File: config.mk
export PLATFORM = sky130hd
export DESIGN_NAME = mbist_engine
export DESIGN_NICKNAME = d
export VERILOG_FILES = /design/src/rtl/mbist_pkg.sv /design/src/rtl/mbist_patstore.sv /design/src/rtl/mbist_seq.sv /design/src/rtl/mbist_capture.sv /design/src/rtl/mbist_engine.sv
export SDC_FILE = /design/constraint.sdc
export NUM_CORES = 2
export LEC_CHECK = 0
export ABC_AREA = 1
export ABC_CLOCK_PERIOD_IN_PS = 72600
export BUFFER_PORTS_ARGS = -buffer_cell sky130_fd_sc_hd__buf_2
export CAP_MARGIN = 0
export CORE_UTILIZATION = 25
export DETAILED_ROUTE_END_ITERATION = 16
export GPL_TIMING_DRIVEN = 0
export PLACE_DENSITY_LB_ADDON = 0.3
export SLEW_MARGIN = 20
export SYNTH_ARGS = -nofsm -noshare
export SYNTH_HDL_FRONTEND = slang
export SYNTH_SLANG_ARGS = --single-unit
File: constraint.sdc
create_clock -name clk -period 72.6 [get_ports clk]
set_clock_uncertainty 0.2 [all_clocks]
set_input_delay 3.63 -clock clk [delete_from_list [all_inputs] [get_ports clk]]
set_output_delay 3.63 -clock clk [all_outputs]
set_load 0.01 [all_outputs]
File: src/rtl/mbist_pkg.sv
package mbist_pkg;
  localparam int WORD_W = 64;
  localparam int HALF_W = 32;

  // register word indices
  localparam int REG_MODE  = 0;
  localparam int REG_RUN   = 1;
  localparam int REG_OFFS  = 2;
  localparam int REG_LEN   = 3;
  localparam int REG_ERRS  = 4;
  localparam int REG_FADDR = 5;
  localparam int REG_FHI   = 6;
  localparam int REG_FLO   = 7;

  localparam int RUN_GO_BIT   = 0;
  localparam int RUN_HALT_BIT = 8;

  typedef enum logic [1:0] {
    SQ_IDLE,
    SQ_ISSUE,
    SQ_GAP,
    SQ_WAIT
  } sq_state_e;
endpackage

File: src/rtl/mbist_patstore.sv
module mbist_patstore #(
  parameter int DEPTH = 16,
  localparam int IDX_W = $clog2(DEPTH)
) (
  input  logic                        clk,
  input  logic                        rst_n,
  input  logic                        wr_en,
  input  logic [IDX_W-1:0]            wr_idx,
  input  logic                        wr_hi,
  input  logic [mbist_pkg::HALF_W-1:0] wr_data,
  input  logic [IDX_W-1:0]            rd_idx,
  output logic [mbist_pkg::WORD_W-1:0] rd_word
);
  import mbist_pkg::*;

  logic [DEPTH-1:0][WORD_W-1:0] ent_q;

  always_ff @(posedge clk or negedge rst_n) begin
    if (!rst_n) begin
      ent_q <= '0;
    end else if (wr_en) begin
      for (int k = 0; k < DEPTH; k++) begin
        if (wr_idx == IDX_W'(k)) begin
          if (wr_hi) ent_q[k][WORD_W-1:HALF_W] <= wr_data;
          else       ent_q[k][HALF_W-1:0]      <= wr_data;
        end
      end
    end
  end

  assign rd_word = ent_q[rd_idx];
endmodule

File: src/rtl/mbist_seq.sv
module mbist_seq #(
  parameter int ADDR_W  = 16,
  parameter int IDX_W   = 4,
  parameter int GAP_CYC = 2,
  localparam int LEN_W  = IDX_W + 1,
  localparam int GAP_W  = (GAP_CYC > 1) ? $clog2(GAP_CYC) : 1
) (
  input  logic              clk,
  input  logic              rst_n,
  input  logic              go_req,
  input  logic              kill_req,
  input  logic              mode_wr,
  input  logic              mode_rd,
  input  logic              mode_cont,
  input  logic [ADDR_W-1:0] offset,
  input  logic [LEN_W-1:0]  length,
  input  logic              mem_rvalid,
  output logic              busy,
  output logic              launch,
  output logic              mem_req,
  output logic              mem_we,
  output logic [ADDR_W-1:0] mem_addr,
  output logic [IDX_W-1:0]  pat_idx,
  output logic              cmp_valid
);
  import mbist_pkg::*;

  sq_state_e         state_q, state_d;
  logic [LEN_W-1:0]  beat_q, beat_d;
  logic [GAP_W-1:0]  gap_q, gap_d;
  logic              halt_q, halt_d;
  logic              run_rd_q, run_cont_q;
  logic [LEN_W-1:0]  run_len_q;
  logic [ADDR_W-1:0] run_off_q;
  logic              last_beat;
  logic [LEN_W-1:0]  beat_wrap;

  assign launch    = (state_q == SQ_IDLE) && go_req && !kill_req &&
                     (mode_wr || mode_rd) && (length != '0);
  assign last_beat = (beat_q == run_len_q - LEN_W'(1));
  assign beat_wrap = last_beat ? '0 : beat_q + LEN_W'(1);

  always_comb begin
    state_d = state_q;
    beat_d  = beat_q;
    gap_d   = gap_q;
    halt_d  = halt_q;
    case (state_q)
      SQ_IDLE: begin
        halt_d = 1'b0;
        if (launch) begin
          state_d = SQ_ISSUE;
          beat_d  = '0;
        end
      end
      SQ_ISSUE: begin
        if (run_rd_q) begin
          state_d = SQ_WAIT;
          if (kill_req) halt_d = 1'b1;
        end else if (kill_req || (last_beat && !run_cont_q)) begin
          state_d = SQ_IDLE;
        end else begin
          beat_d  = beat_wrap;
          gap_d   = '0;
          state_d = SQ_GAP;
        end
      end
      SQ_GAP: begin
        if (kill_req)                          state_d = SQ_IDLE;
        else if (gap_q == GAP_W'(GAP_CYC - 1)) state_d = SQ_ISSUE;
        else                                   gap_d   = gap_q + GAP_W'(1);
      end
      SQ_WAIT: begin
        if (kill_req) halt_d = 1'b1;
        if (mem_rvalid) begin
          if (halt_q || kill_req || (last_beat && !run_cont_q)) begin
            state_d = SQ_IDLE;
          end else begin
            beat_d  = beat_wrap;
            state_d = SQ_ISSUE;
          end
        end
      end
      default: state_d = SQ_IDLE;
    endcase
  end

  always_ff @(posedge clk or negedge rst_n) begin
    if (!rst_n) begin
      state_q <= SQ_IDLE;
      beat_q  <= '0;
      gap_q   <= '0;
      halt_q  <= 1'b0;
    end else begin
      state_q <= state_d;
      beat_q  <= beat_d;
      gap_q   <= gap_d;
      halt_q  <= halt_d;
    end
  end

  // run settings are captured once per launch
  always_ff @(posedge clk or negedge rst_n) begin
    if (!rst_n) begin
      run_rd_q   <= 1'b0;
      run_cont_q <= 1'b0;
      run_len_q  <= '0;
      run_off_q  <= '0;
    end else if (launch) begin
      run_rd_q   <= mode_rd;
      run_cont_q <= mode_cont;
      run_len_q  <= length;
      run_off_q  <= offset;
    end
  end

  assign busy      = (state_q != SQ_IDLE);
  assign mem_req   = (state_q == SQ_ISSUE);
  assign mem_we    = (state_q == SQ_ISSUE) && !run_rd_q;
  assign mem_addr  = run_off_q + ADDR_W'(beat_q);
  assign pat_idx   = beat_q[IDX_W-1:0];
  assign cmp_valid = (state_q == SQ_WAIT) && mem_rvalid;
endmodule

File: src/rtl/mbist_capture.sv
module mbist_capture #(
  parameter int ADDR_W = 16,
  parameter int ERR_W  = 32
) (
  input  logic                         clk,
  input  logic                         rst_n,
  input  logic                         clear,
  input  logic                         cmp_valid,
  input  logic [mbist_pkg::WORD_W-1:0] exp_word,
  input  logic [mbist_pkg::WORD_W-1:0] got_word,
  input  logic [ADDR_W-1:0]            beat_addr,
  output logic [ERR_W-1:0]             err_cnt,
  output logic [ADDR_W-1:0]            fail_addr,
  output logic [mbist_pkg::WORD_W-1:0] fail_word
);
  import mbist_pkg::*;

  logic             miss;
  logic             upd_en;
  logic [ERR_W-1:0] err_d;

  assign miss   = cmp_valid && (exp_word != got_word);
  assign upd_en = clear || miss;

  always_comb begin
    if (clear)             err_d = '0;
    else if (&err_cnt)     err_d = err_cnt;
    else                   err_d = err_cnt + ERR_W'(1);
  end

  always_ff @(posedge clk or negedge rst_n) begin
    if (!rst_n) begin
      err_cnt   <= '0;
      fail_addr <= '0;
      fail_word <= '0;
    end else if (upd_en) begin
      err_cnt   <= err_d;
      fail_addr <= clear ? '0 : beat_addr;
      fail_word <= clear ? '0 : got_word;
    end
  end
endmodule

File: src/rtl/mbist_engine.sv
module mbist_engine #(
  parameter int ADDR_W = 16,
  parameter int DEPTH  = 16,
  parameter int ERR_W  = 32,
  localparam int IDX_W = $clog2(DEPTH),
  localparam int LEN_W = IDX_W + 1,
  localparam int RA_W  = IDX_W + 2
) (
  input  logic              clk,
  input  logic              rst_n,
  input  logic              reg_wen,
  input  logic [RA_W-1:0]   reg_addr,
  input  logic [31:0]       reg_wdata,
  output logic [31:0]       reg_rdata,
  output logic              mem_req,
  output logic              mem_we,
  output logic [ADDR_W-1:0] mem_addr,
  output logic [63:0]       mem_wdata,
  input  logic              mem_rvalid,
  input  logic [63:0]       mem_rdata
);
  import mbist_pkg::*;

  logic rst_meta, rst_n_int;
  always_ff @(posedge clk or negedge rst_n) begin
    if (!rst_n) begin
      rst_meta  <= 1'b0;
      rst_n_int <= 1'b0;
    end else begin
      rst_meta  <= 1'b1;
      rst_n_int <= rst_meta;
    end
  end

  logic              wr_mode, wr_run, wr_offs, wr_len, wr_pat;
  logic [2:0]        mode_q;
  logic [ADDR_W-1:0] offs_q;
  logic [LEN_W-1:0]  len_q;
  logic              go_req, kill_req;
  logic              busy, launch, cmp_valid;
  logic [IDX_W-1:0]  pat_idx;
  logic [WORD_W-1:0] exp_word;
  logic [ERR_W-1:0]  err_cnt;
  logic [ADDR_W-1:0] fail_addr;
  logic [WORD_W-1:0] fail_word;

  assign wr_mode = reg_wen && (reg_addr == RA_W'(REG_MODE));
  assign wr_run  = reg_wen && (reg_addr == RA_W'(REG_RUN));
  assign wr_offs = reg_wen && (reg_addr == RA_W'(REG_OFFS));
  assign wr_len  = reg_wen && (reg_addr == RA_W'(REG_LEN));
  assign wr_pat  = reg_wen && reg_addr[RA_W-1];

  assign go_req   = wr_run && reg_wdata[RUN_GO_BIT];
  assign kill_req = (wr_run && reg_wdata[RUN_HALT_BIT]) ||
                    (wr_mode && (reg_wdata == 32'd0));

  always_ff @(posedge clk or negedge rst_n_int) begin
    if (!rst_n_int) mode_q <= '0;
    else if (wr_mode) mode_q <= reg_wdata[2:0];
  end

  always_ff @(posedge clk or negedge rst_n_int) begin
    if (!rst_n_int) offs_q <= '0;
    else if (wr_offs) offs_q <= reg_wdata[ADDR_W-1:0];
  end

  always_ff @(posedge clk or negedge rst_n_int) begin
    if (!rst_n_int) len_q <= '0;
    else if (wr_len) len_q <= reg_wdata[LEN_W-1:0];
  end

  mbist_patstore #(.DEPTH(DEPTH)) u_pat (
    .clk     (clk),
    .rst_n   (rst_n_int),
    .wr_en   (wr_pat),
    .wr_idx  (reg_addr[IDX_W:1]),
    .wr_hi   (reg_addr[0]),
    .wr_data (reg_wdata),
    .rd_idx  (pat_idx),
    .rd_word (exp_word)
  );

  mbist_seq #(.ADDR_W(ADDR_W), .IDX_W(IDX_W), .GAP_CYC(2)) u_seq (
    .clk        (clk),
    .rst_n      (rst_n_int),
    .go_req     (go_req),
    .kill_req   (kill_req),
    .mode_wr    (mode_q[0]),
    .mode_rd    (mode_q[1]),
    .mode_cont  (mode_q[2]),
    .offset     (offs_q),
    .length     (len_q),
    .mem_rvalid (mem_rvalid),
    .busy       (busy),
    .launch     (launch),
    .mem_req    (mem_req),
    .mem_we     (mem_we),
    .mem_addr   (mem_addr),
    .pat_idx    (pat_idx),
    .cmp_valid  (cmp_valid)
  );

  assign mem_wdata = exp_word;

  mbist_capture #(.ADDR_W(ADDR_W), .ERR_W(ERR_W)) u_cap (
    .clk       (clk),
    .rst_n     (rst_n_int),
    .clear     (launch),
    .cmp_valid (cmp_valid),
    .exp_word  (exp_word),
    .got_word  (mem_rdata),
    .beat_addr (mem_addr),
    .err_cnt   (err_cnt),
    .fail_addr (fail_addr),
    .fail_word (fail_word)
  );

  always_comb begin
    reg_rdata = 32'd0;
    case (reg_addr)
      RA_W'(REG_MODE):  reg_rdata = {29'd0, mode_q};
      RA_W'(REG_RUN):   reg_rdata = {31'd0, busy};
      RA_W'(REG_OFFS):  reg_rdata = 32'(offs_q);
      RA_W'(REG_LEN):   reg_rdata = 32'(len_q);
      RA_W'(REG_ERRS):  reg_rdata = 32'(err_cnt);
      RA_W'(REG_FADDR): reg_rdata = 32'(fail_addr);
      RA_W'(REG_FHI):   reg_rdata = fail_word[WORD_W-1:HALF_W];
      RA_W'(REG_FLO):   reg_rdata = fail_word[HALF_W-1:0];
      default:          reg_rdata = 32'd0;
    endcase
  end
endmodule

==> results.yml <==
run_status:
  status: "finished clean"
clock_network:
  insertion_delay_ns: 0.86
  cts_buffers: 141
  ctsLongestPathBuffers: 3
  htreeDepth: 4
  cts.clk_slew.worst_paths_ns: 0.06
  hold_buffers: 0
  post_cts_buffers: 0
  clock-sinks: 1194
  cts-root-buf: "clkbuf_16"
  cts_tree: "yes"
  cts_resized: 0
sta:
  hold_violations: 0
  fin_crit_ns: 10.19
  timing.fmax_ghz: 0.0981
  finalSetupTns_ns: 0
  period_share_pct: 14.0
  finalSetupViolCount: 0
  rsz0062_at_grt: "no"
  maxSlewHeadroom_pct: 12.5
  maxSlewViolCount: 0
  tightest_slew_ns: 1.31
worst_setup_path:
  path_common_cell: "nor2_1"
  critPathArrivalTime_ns: 6.36
  cp_cell_sequence: "buf_2 > nor2_1 > inv_1 > nor2_1 > inv_1 > nor2_1 > clkinv_1 > clkbuf_1 > o221ai_1 > buf_2"
  startpoint_type: "primary input"
  critPathKind: "in -> out"
  worstSetupEndpointType: "primary output"
  ff2ff_path_depth: 18
  worstPathMaxFanout: 10
  slowest_stage: "clkinv_1"
  slowest_delay_ns: 0.52
  critPathRequiredTime_ns: 68.77
floorplan:
  dieArea_um2: 227000
  initial_core_util_pct: 25.2
  io_pins: 220
  fp-row-count: 173
  dieWidth_um: 476
  core-area_um2: 223000
  die_h_um: 476
yosys:
  syn_inst: 7259
  synth_cell_types: 39
  ys_ff_latch: 1194
  synth_area_um2: 56200
  avgSynthCellArea_um2: 7.75
  syn-num-nets: 7374
  yosys_warnings: 0
  synth_top_area_share_pct: 53.1
  synthTopCellsByArea: "dfrtp_1 (53%), nand2_1 (17%), o21ai_0 (11%)"
  ys_seq_area_share_pct: 53.1
  yosys.area.top_type: "dfrtp_1"
detailed_routing:
  drtIter0Drc: 9158
  drt-vias-per-instance: 5.45
  routed_wirelength_um: 346000
  drt_first_pass_iters: 9
  drc: 0
  ant_nets: 0
  vias: 58758
  post_drt_wl_per_cell_um: 32.1
final_layout:
  final_area_um2: 67000
  layout_commonest_cell: "nand2_1"
  area_growth_pct: 19.1
  drive_gt1_share_pct: 9.16
  final_cell_mix: "nand2_1 (2514), o21ai_0 (1262), dfrtp_1 (1193), nor2_1 (554), nand3_1 (418)"
  post-route-util_pct: 30.0
  fillCellCount: 24261
  finalNetCount: 7775
min_path:
  worstHoldPathType: "reg -> async"
global_routing:
  grt_max_degree: 56
  track_usage_pct: 29.7
  grt_pass1_wl_um: 462000
  grt_overflow: 0
  antenna_found_initial: 56
  grt_pass1_vias: 53645
placement:
  io_buffers: 218
  placed_cell_area_um2: 62100
  gp_congestion: 1.03
  place_hpwl_um: 256000
power_and_ir_drop:
  power.leakage_nw: 31.2
  vdd_ir_drop_max_uv: 35.6
  power_density_nw_per_um2: 37.8
run:
  cap_violations: 0
[Yosys cell counts]
cell type,n
dfrtp_1,1194
a22oi_1,14
o21ai_1,22
a211oi_1,1
inv_1,354
a2111oi_0,1
inv_2,5
mux2_2,3
o22ai_2,20
o221ai_1,11
xor2_1,28
a221oi_1,5
conb_1,1
buf_2,92
or2_2,10
a21oi_1,140
nor2_1,554
buf_1,14
o21ai_0,1262
nor3_1,18
clkinv_1,1
ha_1,8
nand2_2,2
fa_1,1
nand2_1,2514
buf_4,22
nand4_1,25
nor4_1,11
clkbuf_1,404
o21a_1,2
o22ai_1,32
a31oi_1,1
o2111ai_1,5
xnor2_1,6
o211ai_1,49
nand3_1,418
buf_6,2
nor3b_1,1
nand3b_1,6
[report_power, final]
part | internal [mW] | switching, mW
clock | 0.440 | 0.323
combinational | 0.204 | 0.737
sequential | 0.766 | 0.0574
[area by class of cell]
class	instances	area [µm²]	share of cell area [%]
flip-flops and latches	1194	29900	44.6
multi-input cells	5171	22800	34.0
clock buffers	196	4100	6.12
well taps	2975	3720	5.56
plain buffers	534	2290	3.43
repair buffers	258	2020	3.02
inverters	360	1350	2.02
clock inverters	59	721	1.08
diodes	27	67.6	0.101
[critical path, delay by kind of cell]
family | cells | cell delay (ns)
buf+inv | 6 | 1.45
simple gates | 3 | 0.88
compound gates | 1 | 0.39
[cell families after synthesis]
family                     count (synthesis)  share of synthesized area [%]
and+or+nand+nor                         3559                           25.0
adders and majority gates                  9                          0.214
muxes                                      3                         0.0601
other                                      1                        0.00667
AOI/OAI and AO/OA                       1565                           14.7
DFF                                     1194                           53.1
xor gates and xnor gates                  34                          0.530
buffers and inverters                    894                           6.35
[flip-flops by register name, indices dropped and copies added (netlist names)]
register,flops
u_pat.ent_q,1024
u_cap.fail_word,64
u_cap.err_cnt,32
offs_q,16
u_cap.fail_addr,16
u_seq.run_off_q,16
len_q,5
u_seq.beat_q,5
u_seq.run_len_q,5
mode_q,3
u_seq.state_q,2
rst_meta,1
rst_n_int,1
u_seq.gap_q,1
u_seq.halt_q,1
u_seq.run_cont_q,1
u_seq.run_rd_q,1
[layer usage]
metal  routed length, µm  vias up  part of all wire (%)  GRT usage [%]
met5                 280        -                 0.081              0
met3               45000      962                    13           10.7
li1                    -    24286                     -              -
met2              139000     4154                    40           41.3
met4               28300       42                   8.2           20.8
met1              133000    29314                    38           37.9
[final timing paths]
path | startpoint | endpoint | slack, ns
worst max-delay path | reg_addr[4] | reg_rdata[19] | 62.41
worst min-delay path | rst_n_int$_DFF_PN0_ | u_pat.ent_q[150]$_DFFE_PN0P_ | 0.06
worst max register to register | u_seq.beat_q[3]$_DFFE_PN0P_ | u_cap.fail_word[0]$_DFFE_PN0P_ | 66.63
worst min register to register | rst_n_int$_DFF_PN0_ | u_pat.ent_q[150]$_DFFE_PN0P_ | 0.06
max in group asynchronous | rst_n | rst_n_int$_DFF_PN0_ | 69.71
min in group clk | rst_meta$_DFF_PN0_ | rst_n_int$_DFF_PN0_ | 0.15
[per-stage QoR]
stage	hold WS (ns)	total power [mW]	setup slack (ns)	std cells
CTS	0.0805	2.48	62.50	10747
detailed placement	0.0742	1.72	62.51	10492
global route	0.104	2.58	62.27	10751
global placement	0.136	1.71	20.31	10452
finish	0.0570	2.53	62.41	10774
floorplan	0.131	1.22	36.65	7259
(Power assumes the default switching activity.)
